===== config.mk =====
export PLATFORM = sky130hd
export DESIGN_NAME = i2c_target_core
export DESIGN_NICKNAME = d
export VERILOG_FILES = /design/src/rtl/i2ct_pkg.sv /design/src/rtl/i2ct_sync.sv /design/src/rtl/i2ct_engine.sv /design/src/rtl/i2ct_regs.sv /design/src/rtl/i2c_target_core.sv
export SDC_FILE = /design/constraint.sdc
export NUM_CORES = 1
export LEC_CHECK = 0
export ABC_AREA = 1
export CAP_MARGIN = 10
export CORE_ASPECT_RATIO = 0.75
export CORE_MARGIN = 4
export CORE_UTILIZATION = 57
export DETAILED_ROUTE_END_ITERATION = 8
export PLACE_DENSITY = 0.77
export SLEW_MARGIN = 20
export SYNTH_ARGS = -nofsm -noshare
export SYNTH_HDL_FRONTEND = slang
export SYNTH_SLANG_ARGS = --single-unit

===== constraint.sdc =====
create_clock -name clk -period 1.8 [get_ports clk]
set_input_delay 0.18 -clock clk [delete_from_list [all_inputs] [get_ports clk]]
set_output_delay 0.18 -clock clk [all_outputs]
set_load 0.02 [all_outputs]

===== src/rtl/i2ct_pkg.sv =====
package i2ct_pkg;

   localparam int ST_AM  = 0;
   localparam int ST_RXD = 1;
   localparam int ST_TXD = 2;
   localparam int ST_TXE = 3;
   localparam int ST_STP = 4;
   localparam int ST_TXM = 5;
   localparam int ST_GC  = 6;
   localparam int ST_W   = 7;

   localparam int CT_NACK = 0;
   localparam int CT_GCEN = 1;
   localparam int CT_EN   = 2;
   localparam int CT_W    = 4;

   localparam int RA_CTRL = 0;
   localparam int RA_STAT = 1;
   localparam int RA_IEN  = 2;
   localparam int RA_OWN  = 3;
   localparam int RA_DATA = 4;

   localparam int DW = 8;
   localparam int AW = 7;

   typedef enum logic [3:0] {
      PH_IDLE, PH_ADDR, PH_ADDR_ACK, PH_HOLD, PH_RX_BITS,
      PH_RX_WAIT, PH_RX_ACK, PH_TX_BITS, PH_TX_ACK, PH_DONE
   } phase_e;

   typedef struct packed {
      logic am;
      logic rxd;
      logic txd;
      logic txe;
      logic stp;
      logic gc;
      logic tm_set;
      logic tm_clr;
   } evt_t;

endpackage


===== src/rtl/i2ct_sync.sv =====
module i2ct_sync #(
   parameter int STAGES = 2
) (
   input  logic clk,
   input  logic rst_n,
   input  logic scl_in,
   input  logic sda_in,
   output logic sda_s,
   output logic scl_rise,
   output logic scl_fall,
   output logic start_det,
   output logic stop_det
);

   logic [1:0] raw, sync_q, prev_q;

   assign raw = {sda_in, scl_in};

   for (genvar g = 0; g < 2; g++) begin : g_line
      logic [STAGES-1:0] chain;
      if (STAGES == 1) begin : g_single
         always_ff @(posedge clk or negedge rst_n) begin
            if (!rst_n) chain <= '1;
            else        chain <= raw[g];
         end
      end else begin : g_multi
         always_ff @(posedge clk or negedge rst_n) begin
            if (!rst_n) chain <= '1;
            else        chain <= {chain[STAGES-2:0], raw[g]};
         end
      end
      assign sync_q[g] = chain[STAGES-1];
   end

   always_ff @(posedge clk or negedge rst_n) begin
      if (!rst_n) prev_q <= '1;
      else        prev_q <= sync_q;
   end

   assign sda_s     = sync_q[1];
   assign scl_rise  = sync_q[0] & ~prev_q[0];
   assign scl_fall  = ~sync_q[0] & prev_q[0];
   assign start_det = sync_q[0] & prev_q[0] & prev_q[1] & ~sync_q[1];
   assign stop_det  = sync_q[0] & prev_q[0] & ~prev_q[1] & sync_q[1];

   p_no_dual_edge_r10 : assert property (@(posedge clk) disable iff (!rst_n)
      start_det |=> !stop_det);

endmodule


===== src/rtl/i2ct_engine.sv =====
module i2ct_engine
   import i2ct_pkg::*;
(
   input  logic          clk,
   input  logic          rst_n,
   input  logic          sda_s,
   input  logic          scl_rise,
   input  logic          scl_fall,
   input  logic          start_det,
   input  logic          stop_det,
   input  logic          en,
   input  logic          gc_en,
   input  logic          force_nack,
   input  logic [AW-1:0] own_addr,
   input  logic [DW-1:0] tx_byte,
   input  logic          am_pend,
   input  logic          rxd_pend,
   input  logic          txe_pend,
   output logic          sda_low,
   output logic          scl_low,
   output logic [DW-1:0] rx_byte,
   output evt_t          ev
);

   localparam logic [3:0] LAST_BIT = 4'(DW - 1);
   localparam logic [3:0] FULL_CNT = 4'(DW);

   phase_e        phase;
   logic [3:0]    cnt;
   logic [DW-1:0] shreg;
   logic          rd_req, first, sel, mack;
   logic          own_hit, gc_hit, hold_busy;

   assign own_hit = (shreg[DW-1:1] == own_addr);
   assign gc_hit  = gc_en && (shreg == '0);

   always_comb begin
      if (first)       hold_busy = am_pend;
      else if (rd_req) hold_busy = txe_pend;
      else             hold_busy = 1'b0;
   end

   assign scl_low = en && ((phase == PH_RX_WAIT) || (phase == PH_HOLD && hold_busy));

   always_ff @(posedge clk or negedge rst_n) begin
      if (!rst_n) begin
         phase   <= PH_IDLE;
         cnt     <= '0;
         shreg   <= '0;
         rd_req  <= 1'b0;
         first   <= 1'b0;
         sel     <= 1'b0;
         mack    <= 1'b0;
         sda_low <= 1'b0;
         rx_byte <= '0;
         ev      <= '0;
      end else begin
         ev <= '0;
         if (!en) begin
            phase   <= PH_IDLE;
            sda_low <= 1'b0;
            sel     <= 1'b0;
         end else if (stop_det) begin
            ev.stp  <= sel;
            sel     <= 1'b0;
            phase   <= PH_IDLE;
            sda_low <= 1'b0;
         end else if (start_det) begin
            phase   <= PH_ADDR;
            cnt     <= '0;
            sda_low <= 1'b0;
         end else begin
            case (phase)
               PH_ADDR: begin
                  if (scl_rise) begin
                     shreg <= {shreg[DW-2:0], sda_s};
                     cnt   <= cnt + 4'd1;
                  end else if (scl_fall && cnt == FULL_CNT) begin
                     if (own_hit || gc_hit) begin
                        phase     <= PH_ADDR_ACK;
                        sda_low   <= 1'b1;
                        ev.am     <= 1'b1;
                        ev.gc     <= gc_hit;
                        ev.tm_set <= shreg[0];
                        ev.tm_clr <= ~shreg[0];
                        rd_req    <= shreg[0];
                        sel       <= 1'b1;
                     end else begin
                        phase <= PH_DONE;
                     end
                  end
               end
               PH_ADDR_ACK: begin
                  if (scl_fall) begin
                     sda_low <= 1'b0;
                     first   <= 1'b1;
                     phase   <= PH_HOLD;
                  end
               end
               PH_HOLD: begin
                  if (!hold_busy) begin
                     cnt   <= '0;
                     first <= 1'b0;
                     if (rd_req) begin
                        shreg   <= tx_byte;
                        sda_low <= ~tx_byte[DW-1];
                        ev.txe  <= 1'b1;
                        phase   <= PH_TX_BITS;
                     end else begin
                        phase <= PH_RX_BITS;
                     end
                  end
               end
               PH_TX_BITS: begin
                  if (scl_fall) begin
                     cnt <= cnt + 4'd1;
                     if (cnt == LAST_BIT) begin
                        sda_low <= 1'b0;
                        phase   <= PH_TX_ACK;
                     end else begin
                        shreg   <= {shreg[DW-2:0], 1'b0};
                        sda_low <= ~shreg[DW-2];
                     end
                  end
               end
               PH_TX_ACK: begin
                  if (scl_rise) begin
                     mack   <= ~sda_s;
                     ev.txd <= ~sda_s;
                  end else if (scl_fall) begin
                     phase <= mack ? PH_HOLD : PH_DONE;
                  end
               end
               PH_RX_BITS: begin
                  if (scl_rise) begin
                     shreg <= {shreg[DW-2:0], sda_s};
                     cnt   <= cnt + 4'd1;
                  end else if (scl_fall && cnt == FULL_CNT) begin
                     rx_byte <= shreg;
                     ev.rxd  <= 1'b1;
                     phase   <= PH_RX_WAIT;
                  end
               end
               PH_RX_WAIT: begin
                  if (!rxd_pend && !ev.rxd) begin
                     sda_low <= ~force_nack;
                     mack    <= ~force_nack;
                     phase   <= PH_RX_ACK;
                  end
               end
               PH_RX_ACK: begin
                  if (scl_fall) begin
                     sda_low <= 1'b0;
                     cnt     <= '0;
                     phase   <= mack ? PH_RX_BITS : PH_DONE;
                  end
               end
               default: ;
            endcase
         end
      end
   end

   p_stop_idle_r10 : assert property (@(posedge clk) disable iff (!rst_n)
      (en && stop_det) |=> (phase == PH_IDLE && !sda_low));

   p_rx_hold_r7 : assert property (@(posedge clk) disable iff (!rst_n)
      (en && phase == PH_RX_WAIT && rxd_pend && !stop_det && !start_det)
      |=> phase == PH_RX_WAIT);

   p_tx_hold_r7 : assert property (@(posedge clk) disable iff (!rst_n)
      (en && phase == PH_HOLD && !first && rd_req && txe_pend && !stop_det && !start_det)
      |=> phase == PH_HOLD);

   p_forced_nack_r8 : assert property (@(posedge clk) disable iff (!rst_n)
      (en && phase == PH_RX_WAIT && !rxd_pend && !ev.rxd && force_nack
       && !stop_det && !start_det) |=> !sda_low);

   p_quiet_off_r12 : assert property (@(posedge clk) disable iff (!rst_n)
      !en |=> (phase == PH_IDLE && !sda_low));

endmodule


===== src/rtl/i2ct_regs.sv =====
module i2ct_regs
   import i2ct_pkg::*;
#(
   parameter int SEL_W = 3
) (
   input  logic             clk,
   input  logic             rst_n,
   input  logic [SEL_W-1:0] sel,
   input  logic             we,
   input  logic [DW-1:0]    wdata,
   output logic [DW-1:0]    rdata,
   input  evt_t             ev,
   input  logic [DW-1:0]    rx_byte,
   output logic [CT_W-1:0]  ctrl,
   output logic [AW-1:0]    own_addr,
   output logic [DW-1:0]    tx_byte,
   output logic [ST_W-1:0]  status,
   output logic             irq
);

   logic [ST_W-1:0] ien, keep, setv;
   logic            wr_stat;

   assign wr_stat = we && (sel == SEL_W'(RA_STAT));

   always_comb begin
      setv         = '0;
      setv[ST_AM]  = ev.am;
      setv[ST_RXD] = ev.rxd;
      setv[ST_TXD] = ev.txd;
      setv[ST_TXE] = ev.txe;
      setv[ST_STP] = ev.stp;
      setv[ST_GC]  = ev.gc;
      setv[ST_TXM] = ev.tm_set;
      keep         = wr_stat ? wdata[ST_W-1:0] : '1;
      keep[ST_TXM] = keep[ST_TXM] & ~ev.tm_clr;
   end

   always_ff @(posedge clk or negedge rst_n) begin
      if (!rst_n) begin
         ctrl     <= '0;
         ien      <= '0;
         own_addr <= '0;
         tx_byte  <= '0;
         status   <= '0;
      end else begin
         status <= (status & keep) | setv;
         if (we) begin
            case (sel)
               SEL_W'(RA_CTRL): ctrl     <= wdata[CT_W-1:0];
               SEL_W'(RA_IEN):  ien      <= wdata[ST_W-1:0];
               SEL_W'(RA_OWN):  own_addr <= wdata[AW-1:0];
               SEL_W'(RA_DATA): tx_byte  <= wdata;
               default: ;
            endcase
         end
      end
   end

   always_comb begin
      case (sel)
         SEL_W'(RA_CTRL): rdata = DW'(ctrl);
         SEL_W'(RA_STAT): rdata = DW'(status);
         SEL_W'(RA_IEN):  rdata = DW'(ien);
         SEL_W'(RA_OWN):  rdata = DW'(own_addr);
         SEL_W'(RA_DATA): rdata = rx_byte;
         default:         rdata = '0;
      endcase
   end

   assign irq = |(status & ien);

   p_w0c_r3 : assert property (@(posedge clk) disable iff (!rst_n)
      (wr_stat && ev == '0) |=> status == ($past(status) & $past(wdata[ST_W-1:0])));

   p_rx_flag_r6 : assert property (@(posedge clk) disable iff (!rst_n)
      ev.rxd |=> status[ST_RXD]);

endmodule


===== src/rtl/i2c_target_core.sv =====
module i2c_target_core
   import i2ct_pkg::*;
#(
   parameter int SYNC_STAGES = 2,
   parameter int SEL_W       = 3
) (
   input  logic             clk,
   input  logic             rst_n,
   input  logic [SEL_W-1:0] reg_sel,
   input  logic             reg_we,
   input  logic [7:0]       reg_wdata,
   output logic [7:0]       reg_rdata,
   output logic             irq,
   input  logic             scl_in,
   input  logic             sda_in,
   output logic             scl_oe,
   output logic             sda_oe
);

   logic            sda_s, scl_rise, scl_fall, start_det, stop_det;
   logic [CT_W-1:0] ctrl;
   logic [AW-1:0]   own_addr;
   logic [DW-1:0]   tx_byte, rx_byte;
   logic [ST_W-1:0] status;
   evt_t            ev;

   i2ct_sync #(.STAGES(SYNC_STAGES)) u_sync (
      .clk       (clk),
      .rst_n     (rst_n),
      .scl_in    (scl_in),
      .sda_in    (sda_in),
      .sda_s     (sda_s),
      .scl_rise  (scl_rise),
      .scl_fall  (scl_fall),
      .start_det (start_det),
      .stop_det  (stop_det)
   );

   i2ct_regs #(.SEL_W(SEL_W)) u_regs (
      .clk      (clk),
      .rst_n    (rst_n),
      .sel      (reg_sel),
      .we       (reg_we),
      .wdata    (reg_wdata),
      .rdata    (reg_rdata),
      .ev       (ev),
      .rx_byte  (rx_byte),
      .ctrl     (ctrl),
      .own_addr (own_addr),
      .tx_byte  (tx_byte),
      .status   (status),
      .irq      (irq)
   );

   i2ct_engine u_engine (
      .clk        (clk),
      .rst_n      (rst_n),
      .sda_s      (sda_s),
      .scl_rise   (scl_rise),
      .scl_fall   (scl_fall),
      .start_det  (start_det),
      .stop_det   (stop_det),
      .en         (ctrl[CT_EN]),
      .gc_en      (ctrl[CT_GCEN]),
      .force_nack (ctrl[CT_NACK]),
      .own_addr   (own_addr),
      .tx_byte    (tx_byte),
      .am_pend    (status[ST_AM]),
      .rxd_pend   (status[ST_RXD]),
      .txe_pend   (status[ST_TXE]),
      .sda_low    (sda_oe),
      .scl_low    (scl_oe),
      .rx_byte    (rx_byte),
      .ev         (ev)
   );

   p_bus_release_r12 : assert property (@(posedge clk) disable iff (!rst_n)
      !ctrl[CT_EN] |=> (!scl_oe && !sda_oe));

   p_stop_flag_r10 : assert property (@(posedge clk) disable iff (!rst_n)
      ev.stp |=> status[ST_STP]);

endmodule


==> run summary <==
ratio of final minimum period to clock period: 96.9%
Synth Register Bits: 76
clock tree root buffer cell: sky130_fd_sc_hd__clkbuf_8
area of the die: 8480 µm²
gate count after technology mapping: 508
total overflow reported by the global router: 0
DRT iter0 DRCs: 384
GRT Util Overall: 27.2%
maximum level of the CTS H-tree: 3
number of hold violations in the final report: 0
boundary pin count: 27
Critical Path Sink Type: flip-flop
commonest register cell after synthesis: sky130_fd_sc_hd__dfrtp_1
number of global-route vias before repair: 3554
pin count of the biggest net entering global routing: 42
Peak Freq: 573 MHz
TritonCTS clock tree: done
net switching share of the total power: 38.9%
class of the worst hold path: in2reg
status: finished, final reports clean
Total Routed Length: 11.0 mm
Logic pwr share: 36.6%
number of synthesized flops with an enable pin: 0
number of instances on the worst hold path: 1
Initial Util: 58.9%
die extent in x: 105 µm
worst hold path endpoint: u_sync.g_line[1].chain[0]$_DFF_PN1_
Reg-to-Reg Start: u_sync.prev_q[0]$_DFF_PN1_
portion of total power attributed to sequential cells: 39.9%
Skew-Pair Late Insertion Delay: 360 ps
total power: 5.81 mW
final max-slew violation count: 0
Fill cells: 517
Worst Max-Slew Pin Slew: 528 ps
half-perimeter wire length after placement: 8.19 mm
worst-case reg-to-reg path depth: 10
number of inserted diodes: 0
Setup-failing EPs final: 0
number of port buffers: 26
synthesized area: 4020 µm²
number of antenna-violating nets in the routed design: 0
IR drop worst, VDD: 0.718 mV
detailed-route vias per instance: 5.62
proportion of layout cells with a drive suffix above 1: 26.0%
die boundary height: 80.7 µm
area growth from synthesis to layout: 25.5%
routed length per instance: 16.0 µm
Final Wtd Congestion: 0.965
unrepaired setup endpoints after global routing: yes
Worst Path Required: 2040 ps
summed negative setup slack over all endpoints: 0 ps
std cell rows: 26
Slew headroom: 64.8%
Vias: 3836
cell-internal power: 3.55 mW
clock slew at reported path FFs: 90 ps
Max-cap violations: 0
Synth area leaders: sky130_fd_sc_hd__dfrtp_1 (44%), sky130_fd_sc_hd__nand2_1 (14%), sky130_fd_sc_hd__o21ai_0 (5.4%)
portion of total power attributed to the clock network: 23.5%
top cell type's share of synthesized area: 43.6%
hold path start: sda_in
DRC errors left: 0
Synth area leader: sky130_fd_sc_hd__dfrtp_1
switching power total: 2.26 mW
Register-to-Register Setup Slack: 60 ps
end of the worst register-to-register path: u_engine.phase[3]$_DFFE_PN0P_
wire length of the first global-routing pass: 17.8 mm
final clock skew: 13.7 ps
Clock Sink Count: 76
initial antenna violation count: 0
sequential cell area fraction in the yosys report: 47.5%
Warnings, synthesis: 0
CP startpoint kind: flip-flop
standard cell core area: 6830 µm²
Syn Area/Cell: 7.92 µm²
number of iterations in the first detailed-routing pass: 5
power per standard cell area: 1150 nW/µm²
final net count: 612
min Tclk post-route: 1740 ps
maximum root-to-sink buffer count: 2
class of the most critical setup path: reg2reg
proportion of synthesized flip-flops having asynchronous set or reset: 100%
Leak Pwr: 2.56 nW
synthesized net count: 526
arrival time of data at the critical path endpoint: 1990 ps
crit-path max FO: 8
Num CTS Buffers: 9
count of cell types in the netlist: 44
-- power groups by stage --
stage / clock [mW] / sequential [mW] / combinational [mW]
after floorplan: 0 / 2.23 / 1.34
after global placement: 0 / 2.32 / 1.94
after detailed placement: 0 / 2.33 / 1.98
after CTS: 1.40 / 2.30 / 2.01
after global routing: 1.47 / 2.35 / 2.34
final: 1.37 / 2.32 / 2.12
-- placed cells by master (no fill, tap or decap), drive strengths merged, types with 3 or more instances in the layout --
master / instances
nand2: 163
dfrtp: 70
buf: 65
inv: 63
o21ai: 58
nor2: 52
nand3: 28
a21oi: 17
clkdlybuf4s50: 12
nand4: 12
clkbuf: 9
dfstp: 6
nor3: 4
xor2: 3
nor4: 3
o2111ai: 3
o211ai: 3
-- metal layers --
layer / track usage (%) / up-vias / wire (µm)
li1: - / 1827 / -
met1: 41.2 / 1852 / 5410
met2: 39.2 / 138 / 4570
met3: 5.80 / 19 / 830
met4: 8.13 / 0 / 148
met5: 0 / - / 0
-- how the worst max path moves through the flow --
stage                               endpoint                                start  cells past startpoint  slack (ps)
6_report       u_engine.phase[3]$_DFFE_PN0P_           u_sync.prev_q[0]$_DFF_PN1_                     10          60
5_1_grt        u_engine.phase[3]$_DFFE_PN0P_          u_engine.cnt[0]$_DFFE_PN0P_                     10         -40
4_1_cts                                  irq            u_regs.ien[3]$_DFFE_PN0P_                      4           1
2_1_floorplan  u_engine.shreg[3]$_DFFE_PN0P_  u_sync.g_line[1].chain[1]$_DFF_PN1_                     10         170
3_3_place_gp                    reg_rdata[1]                           reg_sel[2]                      9        -310
3_5_place_dp                    reg_rdata[1]                           reg_sel[2]                      9        -370
-- synth_stat cells (6+ instances only) --
| cell | count |
|---|---|
| sky130_fd_sc_hd__a21oi_1 | 9 |
| sky130_fd_sc_hd__a21oi_2 | 8 |
| sky130_fd_sc_hd__dfrtp_1 | 70 |
| sky130_fd_sc_hd__dfstp_2 | 6 |
| sky130_fd_sc_hd__inv_1 | 52 |
| sky130_fd_sc_hd__inv_2 | 7 |
| sky130_fd_sc_hd__nand2_1 | 152 |
| sky130_fd_sc_hd__nand2_2 | 7 |
| sky130_fd_sc_hd__nand3_1 | 26 |
| sky130_fd_sc_hd__nand4_1 | 10 |
| sky130_fd_sc_hd__nor2_1 | 42 |
| sky130_fd_sc_hd__o21ai_0 | 43 |
| sky130_fd_sc_hd__o21ai_1 | 14 |
-- worst max-delay path, cell delays in order, from the launching register on --
cell	delay, ps
sky130_fd_sc_hd__dfstp_2	590
sky130_fd_sc_hd__nand4_1	130
sky130_fd_sc_hd__nand2_2	150
sky130_fd_sc_hd__nor2_4	60
sky130_fd_sc_hd__buf_4	150
sky130_fd_sc_hd__nand2_2	70
sky130_fd_sc_hd__nand2_1	70
sky130_fd_sc_hd__nor2_2	160
sky130_fd_sc_hd__nand2_4	110
sky130_fd_sc_hd__nand2_1	80
sky130_fd_sc_hd__o21ai_1	50
-- metrics by stage --
| step | worst slack (ps) | instances | cell area, µm² | hold WS [ps] | util (%) |
|---|---|---|---|---|---|
| after CTS | 1.29 | 675 | 4910 | 201 | 71.8 |
| after global placement | -313 | 658 | 4690 | 185 | 68.7 |
| after floorplan | 167 | 508 | 4020 | -116 | - |
| after detailed placement | -371 | 658 | 4690 | 192 | 68.7 |
| after global routing | -38.1 | 683 | 5050 | 212 | 73.9 |
| final | 55.1 | 683 | 5050 | 223 | 73.9 |
-- repair_timing --
action / CTS / global route
gates resized for setup: 37 / 35
hold buffers: 1 / 0
pin swaps: 0 / 16
buffers inserted: 0 / 8
endpoints found under the setup margin: 14 / 19
endpoints found under the hold margin: 32 / 0
-- registers in the layout, indices dropped and copies added (netlist names) --
signal               flops
u_sync.prev_q            2
u_engine.first           1
u_engine.ev              8
u_regs.status            7
u_engine.shreg           8
u_regs.ctrl              4
u_regs.ien               7
u_sync.g_line.chain      4
u_engine.rd_req          1
u_engine.phase           4
u_engine.sda_low         1
u_engine.rx_byte         8
u_engine.mack            1
u_engine.cnt             4
u_engine.sel             1
u_regs.own_addr          7
u_regs.tx_byte           8
-- layout make-up --
class                   count  area [µm²]  area share [%]
well taps                  84         105            2.08
repair buffers             84         704            14.0
inverters                  59         224            4.44
multi-input cells         364        1900            37.6
clock inverters             7        78.8            1.56
flip-flops and latches     76        1910            37.9
clock buffers               9         124            2.45
-- cells by family after synthesis --
| logic type | share of synthesized area (%) |
|---|---|
| buf+inv | 7.34 |
| compound gates | 13.5 |
| flops | 47.5 |
| simple gates | 30.4 |
| fa+ha+maj | 0.622 |
| xor+xnor | 0.654 |
No activity file was read; power rests on OpenSTA's default activity.
